File: config.mk
export PLATFORM = sky130hd
export DESIGN_NAME = cmp_timer
export DESIGN_NICKNAME = d
export VERILOG_FILES = /design/src/rtl/cmp_tmr_pkg.sv /design/src/rtl/cmp_tmr_prescale.sv /design/src/rtl/cmp_tmr_core.sv /design/src/rtl/cmp_timer.sv
export SDC_FILE = /design/constraint.sdc
export NUM_CORES = 1
export LEC_CHECK = 0
export BUFFER_PORTS_ARGS = -buffer_cell sky130_fd_sc_hd__buf_4
export CELL_PAD_IN_SITES_DETAIL_PLACEMENT = 1
export CELL_PAD_IN_SITES_GLOBAL_PLACEMENT = 2
export CORE_MARGIN = 1
export CORE_UTILIZATION = 39
export DETAILED_ROUTE_END_ITERATION = 8
export HOLD_SLACK_MARGIN = 0.1
export PLACE_DENSITY = 0.93
export SKIP_CTS_REPAIR_TIMING = 1
export SYNTH_ARGS = -nofsm -noshare
export SYNTH_HDL_FRONTEND = slang
export SYNTH_SLANG_ARGS = --single-unit
File: constraint.sdc
create_clock -name clk -period 5.5 [get_ports clk]
set_input_delay 0.275 -clock clk [delete_from_list [all_inputs] [get_ports clk]]
set_output_delay 0.275 -clock clk [all_outputs]
set_load 0.02 [all_outputs]
File: src/rtl/cmp_tmr_pkg.sv
// Package: register identifiers and layout constants shared by the timer.
// Assumes word addressing with control registers below MATCH_BASE.
package cmp_tmr_pkg;

    // Control/task register identifiers (low address bits)
    typedef enum logic [2:0] {
        RG_RUN     = 3'd0,
        RG_HALT    = 3'd1,
        RG_ZERO    = 3'd2,
        RG_COUNT   = 3'd3,
        RG_DIV     = 3'd4,
        RG_AUTOCLR = 3'd5,
        RG_IEN_SET = 3'd6,
        RG_IEN_CLR = 3'd7
    } ctl_reg_e;

    localparam int MATCH_BASE = 8;

endpackage

File: src/rtl/cmp_tmr_prescale.sv
// Module: power-of-two tick generator.
// Emits one tick every 2^div_i cycles while run_i is high; phase is reset
// when halted or on a zero task. Assumes div_i <= DIV_MAX.
module cmp_tmr_prescale #(
    parameter int DIV_MAX = 9,
    parameter int DIV_W   = 4
) (
    input  logic             clk,
    input  logic             rst_n,
    input  logic             run_i,
    input  logic             clr_i,
    input  logic [DIV_W-1:0] div_i,
    output logic             tick_o
);
    localparam int PS_W = (DIV_MAX > 0) ? DIV_MAX : 1;

    logic [PS_W-1:0] ps_q;
    logic [PS_W-1:0] mask;

    // Low div_i bits of the phase must all be ones for a tick
    assign mask   = ~({PS_W{1'b1}} << div_i);
    assign tick_o = run_i && ((ps_q & mask) == mask);

    // Phase counter: free-runs while running, held at zero otherwise
    always_ff @(posedge clk) begin
        if (!rst_n)               ps_q <= '0;
        else if (clr_i || !run_i) ps_q <= '0;
        else                      ps_q <= ps_q + 1'b1;
    end

    AST_PHASE_IDLE: assert property (@(posedge clk) disable iff (!rst_n)
        (!run_i || clr_i) |=> (ps_q == '0));

endmodule

File: src/rtl/cmp_tmr_core.sv
// Module: counter with compare matching and auto-clear shortcuts.
// Compares with a zero value are disabled. A zero task overrides ticks.
module cmp_tmr_core #(
    parameter int CNT_W  = 16,
    parameter int NUM_CC = 4
) (
    input  logic                         clk,
    input  logic                         rst_n,
    input  logic                         tick_i,
    input  logic                         clr_i,
    input  logic [NUM_CC-1:0][CNT_W-1:0] cmp_val_i,
    input  logic [NUM_CC-1:0]            autoclr_i,
    output logic [CNT_W-1:0]             count_o,
    output logic [NUM_CC-1:0]            hit_o
);
    logic [CNT_W-1:0] count_q;
    logic             wrap;

    // Per-channel match detection on a tick
    for (genvar n = 0; n < NUM_CC; n++) begin : g_cmp
        assign hit_o[n] = tick_i && (cmp_val_i[n] != '0) && (count_q == cmp_val_i[n]);
    end

    assign wrap    = |(hit_o & autoclr_i);
    assign count_o = count_q;

    // Counter: zero task first, then tick with optional wrap
    always_ff @(posedge clk) begin
        if (!rst_n)      count_q <= '0;
        else if (clr_i)  count_q <= '0;
        else if (tick_i) count_q <= wrap ? '0 : count_q + 1'b1;
    end

    AST_HOLD_NO_TICK: assert property (@(posedge clk) disable iff (!rst_n)
        (!clr_i && !tick_i) |=> $stable(count_q));
    AST_ZERO_TASK: assert property (@(posedge clk) disable iff (!rst_n)
        clr_i |=> (count_q == '0));
    AST_WRAP_ZERO: assert property (@(posedge clk) disable iff (!rst_n)
        (tick_i && !clr_i && wrap) |=> (count_q == '0));

endmodule

File: src/rtl/cmp_timer.sv
// Module: top of the prescaled compare timer; register block and bus.
// Assumes a single-cycle bus: writes act on the edge where bus_sel and
// bus_we are high; read data is registered and valid the next cycle.
module cmp_timer
    import cmp_tmr_pkg::*;
#(
    parameter int CNT_W   = 16,
    parameter int NUM_CC  = 4,
    parameter int DIV_MAX = 9,
    parameter int ADDR_W  = 5
) (
    input  logic              clk,
    input  logic              rst_n,
    input  logic              bus_sel,
    input  logic              bus_we,
    input  logic [ADDR_W-1:0] bus_addr,
    input  logic [CNT_W-1:0]  bus_wdata,
    output logic [CNT_W-1:0]  bus_rdata,
    output logic              irq
);
    localparam int DIV_W     = $clog2(DIV_MAX + 1);
    localparam int FLAG_BASE = MATCH_BASE + NUM_CC;

    logic                         wr, rd, is_ctl;
    ctl_reg_e                     ctl_id;
    logic                         run_q;
    logic [DIV_W-1:0]             div_q;
    logic [NUM_CC-1:0]            autoclr_q, ien_q, flag_q, hit;
    logic [NUM_CC-1:0][CNT_W-1:0] cc_q;
    logic [NUM_CC-1:0]            cc_wr, flag_wr;
    logic                         zero_task, tick;
    logic [CNT_W-1:0]             count, rd_mux;

    assign wr        = bus_sel && bus_we;
    assign rd        = bus_sel && !bus_we;
    assign is_ctl    = bus_addr < ADDR_W'(MATCH_BASE);
    assign ctl_id    = ctl_reg_e'(bus_addr[2:0]);
    assign zero_task = wr && is_ctl && (ctl_id == RG_ZERO) && bus_wdata[0];

    // Run state from start/halt task strobes
    always_ff @(posedge clk) begin
        if (!rst_n) run_q <= 1'b0;
        else if (wr && is_ctl && bus_wdata[0]) begin
            if (ctl_id == RG_RUN)       run_q <= 1'b1;
            else if (ctl_id == RG_HALT) run_q <= 1'b0;
        end
    end

    // Divider setting, clamped to DIV_MAX on write
    always_ff @(posedge clk) begin
        if (!rst_n) div_q <= '0;
        else if (wr && is_ctl && ctl_id == RG_DIV)
            div_q <= (bus_wdata > CNT_W'(DIV_MAX)) ? DIV_W'(DIV_MAX) : bus_wdata[DIV_W-1:0];
    end

    // Auto-clear mask and interrupt enable set/clear
    always_ff @(posedge clk) begin
        if (!rst_n) begin
            autoclr_q <= '0;
            ien_q     <= '0;
        end else if (wr && is_ctl) begin
            if (ctl_id == RG_AUTOCLR) autoclr_q <= bus_wdata[NUM_CC-1:0];
            if (ctl_id == RG_IEN_SET) ien_q <= ien_q | bus_wdata[NUM_CC-1:0];
            if (ctl_id == RG_IEN_CLR) ien_q <= ien_q & ~bus_wdata[NUM_CC-1:0];
        end
    end

    for (genvar n = 0; n < NUM_CC; n++) begin : g_ch
        assign cc_wr[n]   = wr && (bus_addr == ADDR_W'(MATCH_BASE + n));
        assign flag_wr[n] = wr && (bus_addr == ADDR_W'(FLAG_BASE + n)) && !bus_wdata[0];

        // Compare value register
        always_ff @(posedge clk) begin
            if (!rst_n)       cc_q[n] <= '0;
            else if (cc_wr[n]) cc_q[n] <= bus_wdata;
        end

        // Sticky event flag; a hardware match beats a software clear
        always_ff @(posedge clk) begin
            if (!rst_n)          flag_q[n] <= 1'b0;
            else if (hit[n])     flag_q[n] <= 1'b1;
            else if (flag_wr[n]) flag_q[n] <= 1'b0;
        end

        AST_FLAG_STICKY: assert property (@(posedge clk) disable iff (!rst_n)
            (flag_q[n] && !flag_wr[n]) |=> flag_q[n]);
        AST_MATCH_WINS: assert property (@(posedge clk) disable iff (!rst_n)
            hit[n] |=> flag_q[n]);
    end

    cmp_tmr_prescale #(.DIV_MAX(DIV_MAX), .DIV_W(DIV_W)) u_prescale (
        .clk    (clk),
        .rst_n  (rst_n),
        .run_i  (run_q),
        .clr_i  (zero_task),
        .div_i  (div_q),
        .tick_o (tick)
    );

    cmp_tmr_core #(.CNT_W(CNT_W), .NUM_CC(NUM_CC)) u_core (
        .clk       (clk),
        .rst_n     (rst_n),
        .tick_i    (tick),
        .clr_i     (zero_task),
        .cmp_val_i (cc_q),
        .autoclr_i (autoclr_q),
        .count_o   (count),
        .hit_o     (hit)
    );

    // Read multiplexer over control, compare and flag registers
    always_comb begin
        rd_mux = '0;
        if (is_ctl) begin
            case (ctl_id)
                RG_COUNT:               rd_mux = count;
                RG_DIV:                 rd_mux = CNT_W'(div_q);
                RG_AUTOCLR:             rd_mux = CNT_W'(autoclr_q);
                RG_IEN_SET, RG_IEN_CLR: rd_mux = CNT_W'(ien_q);
                default:                rd_mux = '0;
            endcase
        end else begin
            for (int n = 0; n < NUM_CC; n++) begin
                if (bus_addr == ADDR_W'(MATCH_BASE + n)) rd_mux = cc_q[n];
                if (bus_addr == ADDR_W'(FLAG_BASE + n))  rd_mux = CNT_W'(flag_q[n]);
            end
        end
    end

    // Registered read data
    always_ff @(posedge clk) begin
        if (!rst_n)  bus_rdata <= '0;
        else if (rd) bus_rdata <= rd_mux;
    end

    assign irq = |(flag_q & ien_q);

    AST_DIV_RANGE: assert property (@(posedge clk) disable iff (!rst_n)
        div_q <= DIV_W'(DIV_MAX));
    AST_IEN_SET: assert property (@(posedge clk) disable iff (!rst_n)
        (wr && is_ctl && ctl_id == RG_IEN_SET) |=> ((ien_q & $past(bus_wdata[NUM_CC-1:0])) == $past(bus_wdata[NUM_CC-1:0])));
    AST_HALT_STOPS: assert property (@(posedge clk) disable iff (!rst_n)
        !run_q |-> !tick);

endmodule

==> flow_metrics.env, run 1 <==
export IMPL_synth_area_mm2=0.00617
export IMPL_n_antenna_cell=0
export IMPL_switching_power_uw=485
export IMPL_peakVddDrop_mv=0.216
export IMPL_hp_class="in -> reg"
export IMPL_n_fill_cell=1841
export IMPL_start_util=0.403
export IMPL_num_rows=45
export IMPL_wire_per_inst_um=21.9
export IMPL_cp_max_fo=18
export IMPL_vias_per_cell=5.99
export IMPL_p_seq_frac=0.402
export IMPL_core_area_mm2=0.0153
export IMPL_die_w_um=128
export IMPL_status="complete, no violations"
export IMPL_crit_path_start_kind="flip-flop"
export IMPL_arrival_ps=3210
export IMPL_route_detailed_drc=0
export IMPL_cts_tree="yes"
export IMPL_synthArstFlopShare=0
export IMPL_switching_share=0.216
export IMPL_avgSynthCellArea_um2=8.05
export IMPL_setup_worst_path_end_class="flip-flop"
export IMPL_relSlewSlack=0.204
export IMPL_power_frac_comb=0.051
export IMPL_internal_power_uw=1760
export IMPL_clkPwrFrac=0.546
export IMPL_ys_ff_latch=122
export IMPL_tns_ps=0
export IMPL_num_vias=5998
export IMPL_p_leak_uw=0.00241
export IMPL_cts_htree_levels=4
export IMPL_grt_start_max_net_pins=81
export IMPL_io_pins=42
export IMPL_die_h_um=128
export IMPL_reg2reg_depth=6
export IMPL_grt_overflow=0
export IMPL_synthTopCellsByArea="dfxtp_1, nand2_1, xnor2_1"
export IMPL_clkLatencyLatePin_ps=430
export IMPL_clock_sinks=122
export IMPL_synth_area_leader_cell="dfxtp_1"
export IMPL_dr_pass1_iters=6
export IMPL_antenna_found_initial=0
export IMPL_drt_wl_total_um=22000
export IMPL_synthDistinctLibCells=51
export IMPL_synth_ff_type="dfxtp_1"
export IMPL_finalCritPeriodShare=0.537
export IMPL_synth_top_area_frac=0.396
export IMPL_final_nets=805
export IMPL_min_period_ps=2950
export IMPL_io_buffers=41
export IMPL_syn_nets=794
export IMPL_pwr_density_cell_mw_per_mm2=311
export IMPL_synth_edff_count=0
export IMPL_whs_path_depth=3
export IMPL_grt_pass1_vias=6143
export IMPL_clock_tree_buffer_depth=2
export IMPL_fmax_ghz=0.339
export IMPL_rsz0062_at_grt="false"
export IMPL_drive_gt1_frac=0.123
export IMPL_grt_usage=0.281
export IMPL_worstPathRequired_ps=5750
export IMPL_dieArea_mm2=0.0163
export IMPL_cts_root_buffer="clkbuf_16"
export IMPL_maxCapViolCount=0
export IMPL_first_iter_violations=580
export IMPL_ys_warn_count=0
export IMPL_setup_viol=0
export IMPL_grt_pass1_wl_um=34300
export IMPL_seq_area_frac_synth=0.396
export IMPL_ant_nets=0
export IMPL_cts_made_buffers=17
export IMPL_final_max_slew_violation_count=0
export IMPL_cts_clk_slew_worst_paths_ps=60
export IMPL_fin_util=0.470
export IMPL_skew_ps=6.87
export IMPL_hold_viol_final=0
export IMPL_tightest_slew_ps=1190
export IMPL_place_congestion=0.972
export IMPL_dp_hpwl_um=15900
export IMPL_path_class="reg -> reg"
export IMPL_area_growth_pct=16.6
export IMPL_synthCells=767
==> final timing paths <==
check                      from            endpoint  slack, ps
max          u_prescale.ps_q[4]   u_core.count_o[1]       2550
min reg2reg  u_prescale.ps_q[0]  u_prescale.ps_q[0]        490
max reg2reg  u_prescale.ps_q[4]   u_core.count_o[1]       2550
min               bus_wdata[10]            cc_q[10]        140
==> placed cells by master, fill, tap and decap left out, drive strengths merged, types with 4 or more instances in the layout <==
cell type  count
a21oi         75
a222oi        12
a22o          12
a22oi         16
a311oi         4
a31oi         16
buf           47
bufinv         5
clkbuf        24
dfxtp        122
inv            8
mux2i          6
nand2        158
nand3         11
nand4         25
nor2          54
nor2b          7
nor3          15
nor4          31
o21ai         21
xnor2         65
xor2          21
==> final cells by class <==
type / instances / area [um2] / share of cell area
sequential: 122 / 2440 / 0.339
clock inverter: 8 / 165 / 0.0229
multi-input combinational: 582 / 3470 / 0.482
timing repair buffer: 47 / 353 / 0.0490
inverter: 8 / 30.0 / 0.00417
tap: 211 / 264 / 0.0367
clock buffer: 24 / 472 / 0.0655
==> state kept, by name, summed over array words and instances, names as in the netlist, named ones only <==
| name | count |
|---|---|
| autoclr_q | 4 |
| bus_rdata | 16 |
| cc_q | 64 |
| div_q | 4 |
| flag_q | 4 |
| run_q | 1 |
| u_core.count_o | 16 |
| u_prescale.ps_q | 9 |
==> cells by family (layout without fill, tap and decap cells) <==
kind of cell / Yosys count / after routing / share of synthesized area
adders and majority gates: 2 / 2 / 0.00405
xor gates and xnor gates: 86 / 86 / 0.122
and+or+nand+nor: 316 / 316 / 0.243
buffers and inverters: 63 / 87 / 0.0434
AOI/OAI and AO/OA: 171 / 171 / 0.178
DFF: 122 / 122 / 0.396
muxes: 7 / 7 / 0.0134
==> metrics by stage <==
stage | instances | total power (uW) | instance area, um2 | hold slack, ps | setup WS [ps]
after global placement | 970 | 1030 | 6560 | 456 | 2630
after CTS | 1002 | 2250 | 7200 | 123 | 2530
after detailed placement | 970 | 1030 | 6560 | 485 | 2480
after global routing | 1002 | 2300 | 7200 | 144 | 2380
final | 1002 | 2240 | 7200 | 140 | 2550
after floorplan | 767 | 979 | 6170 | 411 | 3470
==> power groups by stage <==
stage	registers, uW	logic [uW]	clock network (uW)
after floorplan	925	53.3	0
after global routing	902	123	1280
after CTS	901	114	1240
final	901	115	1220
after global placement	919	111	0
after detailed placement	920	113	0
==> Yosys cell counts, drive strengths merged (11+ instances only) <==
master  count
clkbuf     43
xor2       21
nor4       31
o21ai      21
nand4      25
nand2     158
nor3       15
buf        12
a21oi      75
a22o       12
xnor2      65
nand3      11
nor2       54
a31oi      16
dfxtp     122
a222oi     12
a22oi      16
==> per-layer routing <==
metal	GRT usage	part of all wire	up-vias
li1	-	-	2747
met4	0.133	0.036	0
met2	0.452	0.47	215
met5	0	0	-
met1	0.358	0.43	2984
met3	0.0605	0.070	52
==> critical path, stage by stage, from the launching register on <==
cell and delay [ps]:
dfxtp_1 430, nand4_1 170, o31ai_1 300, nand2_1 130, or3_1 740, o221ai_2 860, a21oi_1 140
(Power assumes the default switching activity.)
==> inputs of run 2 (changes only) <==
--- a/config.mk
+++ b/config.mk
@@ -9,10 +9,10 @@
 export CELL_PAD_IN_SITES_DETAIL_PLACEMENT = 1
 export CELL_PAD_IN_SITES_GLOBAL_PLACEMENT = 2
 export CORE_MARGIN = 1
-export CORE_UTILIZATION = 39
+export CORE_UTILIZATION = 36
 export DETAILED_ROUTE_END_ITERATION = 8
 export HOLD_SLACK_MARGIN = 0.1
-export PLACE_DENSITY = 0.93
+export PLACE_DENSITY = 0.88
 export SKIP_CTS_REPAIR_TIMING = 1
 export SYNTH_ARGS = -nofsm -noshare
 export SYNTH_HDL_FRONTEND = slang
==> constraint.sdc (replaced) <==
create_clock -name clk -period 2.8 [get_ports clk]
set_input_delay 0.14 -clock clk [delete_from_list [all_inputs] [get_ports clk]]
set_output_delay 0.14 -clock clk [all_outputs]
set_load 0.02 [all_outputs]
==> run 2 against run 1 <==
  * Via count up 1.5%
  * Register-to-register slack got worse by 2300 ps
  * Sequential share of layout area down 0.96 points
  * Critical path type unchanged
  * Largest cell class unchanged
==> flow_metrics.env, run 2 (synthesis results as in run 1) <==
export IMPL_cts_tree="yes"
export IMPL_skew_ps=11.7
export IMPL_hold_viol_final=0
export IMPL_num_rows=47
export IMPL_crit_buf_inv=1
export IMPL_cts_htree_levels=4
export IMPL_antenna_found_initial=0
export IMPL_min_period_ps=2510
export IMPL_maxCapViolCount=0
export IMPL_n_antenna_cell=0
export IMPL_tightest_slew_ps=895
export IMPL_io_pins=42
export IMPL_wire_per_inst_um=22.2
export IMPL_crit_chain="nor2b_1, o41ai_1, nand2_1, or3_1, o21a_1, o221ai_2, buf_4, nor2_1"
export IMPL_largest_register="cc_q"
export IMPL_finalCritPeriodShare=0.897
export IMPL_clock_tree_buffer_depth=2
export IMPL_grt_pass1_vias=6151
export IMPL_largest_register_ffs=64
export IMPL_start_util=0.371
export IMPL_p_leak_uw=0.00252
export IMPL_io_buffers=41
export IMPL_cts_root_buffer="clkbuf_16"
export IMPL_final_common_cell="nand2_1"
export IMPL_drt_wl_total_um=23200
export IMPL_ant_nets=0
export IMPL_tns_ps=0
export IMPL_route_detailed_drc=0
export IMPL_core_area_mm2=0.0166
export IMPL_area_growth_pct=20.0
export IMPL_drive_gt1_frac=0.135
export IMPL_die_w_um=133
export IMPL_cts_made_buffers=17
export IMPL_final_nets=838
export IMPL_first_iter_violations=485
export IMPL_critPathSlowestCell="or3_1"
export IMPL_num_vias=6088
export IMPL_layout_common_cells="nand2_1, dfxtp_1, a21oi_1"
export IMPL_grt_start_max_net_pins=80
export IMPL_cts_clk_slew_worst_paths_ps=60
export IMPL_final_max_slew_violation_count=0
export IMPL_pwr_density_cell_mw_per_mm2=553
export IMPL_rsz0062_at_grt="false"
export IMPL_place_congestion=0.960
export IMPL_dr_pass1_iters=5
export IMPL_grt_overflow=0
export IMPL_dieArea_mm2=0.0177
export IMPL_n_fill_cell=1979
export IMPL_worstPathRequired_ps=3110
export IMPL_relSlewSlack=0.403
export IMPL_status="complete, no violations"
export IMPL_grt_usage=0.269
export IMPL_path_class="reg -> reg"
export IMPL_grt_pass1_wl_um=35600
export IMPL_cp_max_fo=16
export IMPL_clock_sinks=122
export IMPL_vias_per_cell=5.85
export IMPL_slowest_delay_ps=720
export IMPL_postLayoutCellArea_mm2=0.00741
export IMPL_die_h_um=133
export IMPL_peakVddDrop_mv=0.409
export IMPL_clkLatencyLatePin_ps=430
export IMPL_setup_worst_path_end_class="flip-flop"
export IMPL_hp_class="in -> reg"
export IMPL_postPlaceCellArea_mm2=0.00670
export IMPL_path_delay_family="simple AND/OR/NAND/NOR gates"
export IMPL_setup_viol=0
export IMPL_fmax_ghz=0.398
export IMPL_crit_path_start_kind="flip-flop"
export IMPL_dp_hpwl_um=16800
export IMPL_arrival_ps=2820
[run 2: changes by cell type in the layout (fill, tap and decap cells not counted), sizes merged]
cell	change
buf	+17
clkbuf	+3
bufinv	-4
dlygate4sd3	+16
clkinv	-2
[run 2: per-stage QoR]
stage                     setup slack [ps]  total power, uW   util  hold WS [ps]  std cells
after floorplan                        772             1920      -           276        767
after detailed placement               287             2040  0.403           448        996
after global routing                  82.2             4210  0.445           110       1041
final                                  289             4100  0.445          97.9       1041
after CTS                              288             4090  0.436          4.04       1025
after global placement                 327             2030  0.403           439        996
[run 2: cell type report]
type                    instances  area (um2)  area share
well taps                     220         275      0.0372
repair buffers                 80         641      0.0865
inverters                       8        30.0     0.00405
multi-input cells             582        3470       0.469
clock buffers                  27         513      0.0692
clock inverters                 2        35.0     0.00473
flip-flops and latches        122        2440       0.330
[run 2: per-layer routing]
metal  global-route usage  vias up  share of wire
met5                    0        -              0
met4                0.120        0          0.030
met3               0.0670       49          0.065
met2                0.422      211           0.46
met1                0.347     3029           0.44
li1                     -     2799              -
[run 2: worst paths after layout]
kind | startpoint | end | slack [ps] | cells past startpoint
max | div_q[3] | u_core.count_o[8] | 290 | 8
min | rst_n | bus_rdata[4] | 100 | 3
max reg2reg | div_q[3] | u_core.count_o[8] | 290 | 8
min reg2reg | u_prescale.ps_q[0] | u_prescale.ps_q[0] | 490 | 1
[run 2: tightest hold or removal path, delay by kind of cell]
kind                   cells  cell delay (ps)
buffers and inverters      1              190
AOI/OAI and AO/OA          2              140
[run 2: where the power goes]
part,switching (uW),internal (uW),leakage [uW],total (uW)
combinational,162,89.1,0.00127,251
sequential,14.4,1760,0.000985,1770
clock,754,1320,0.000269,2070
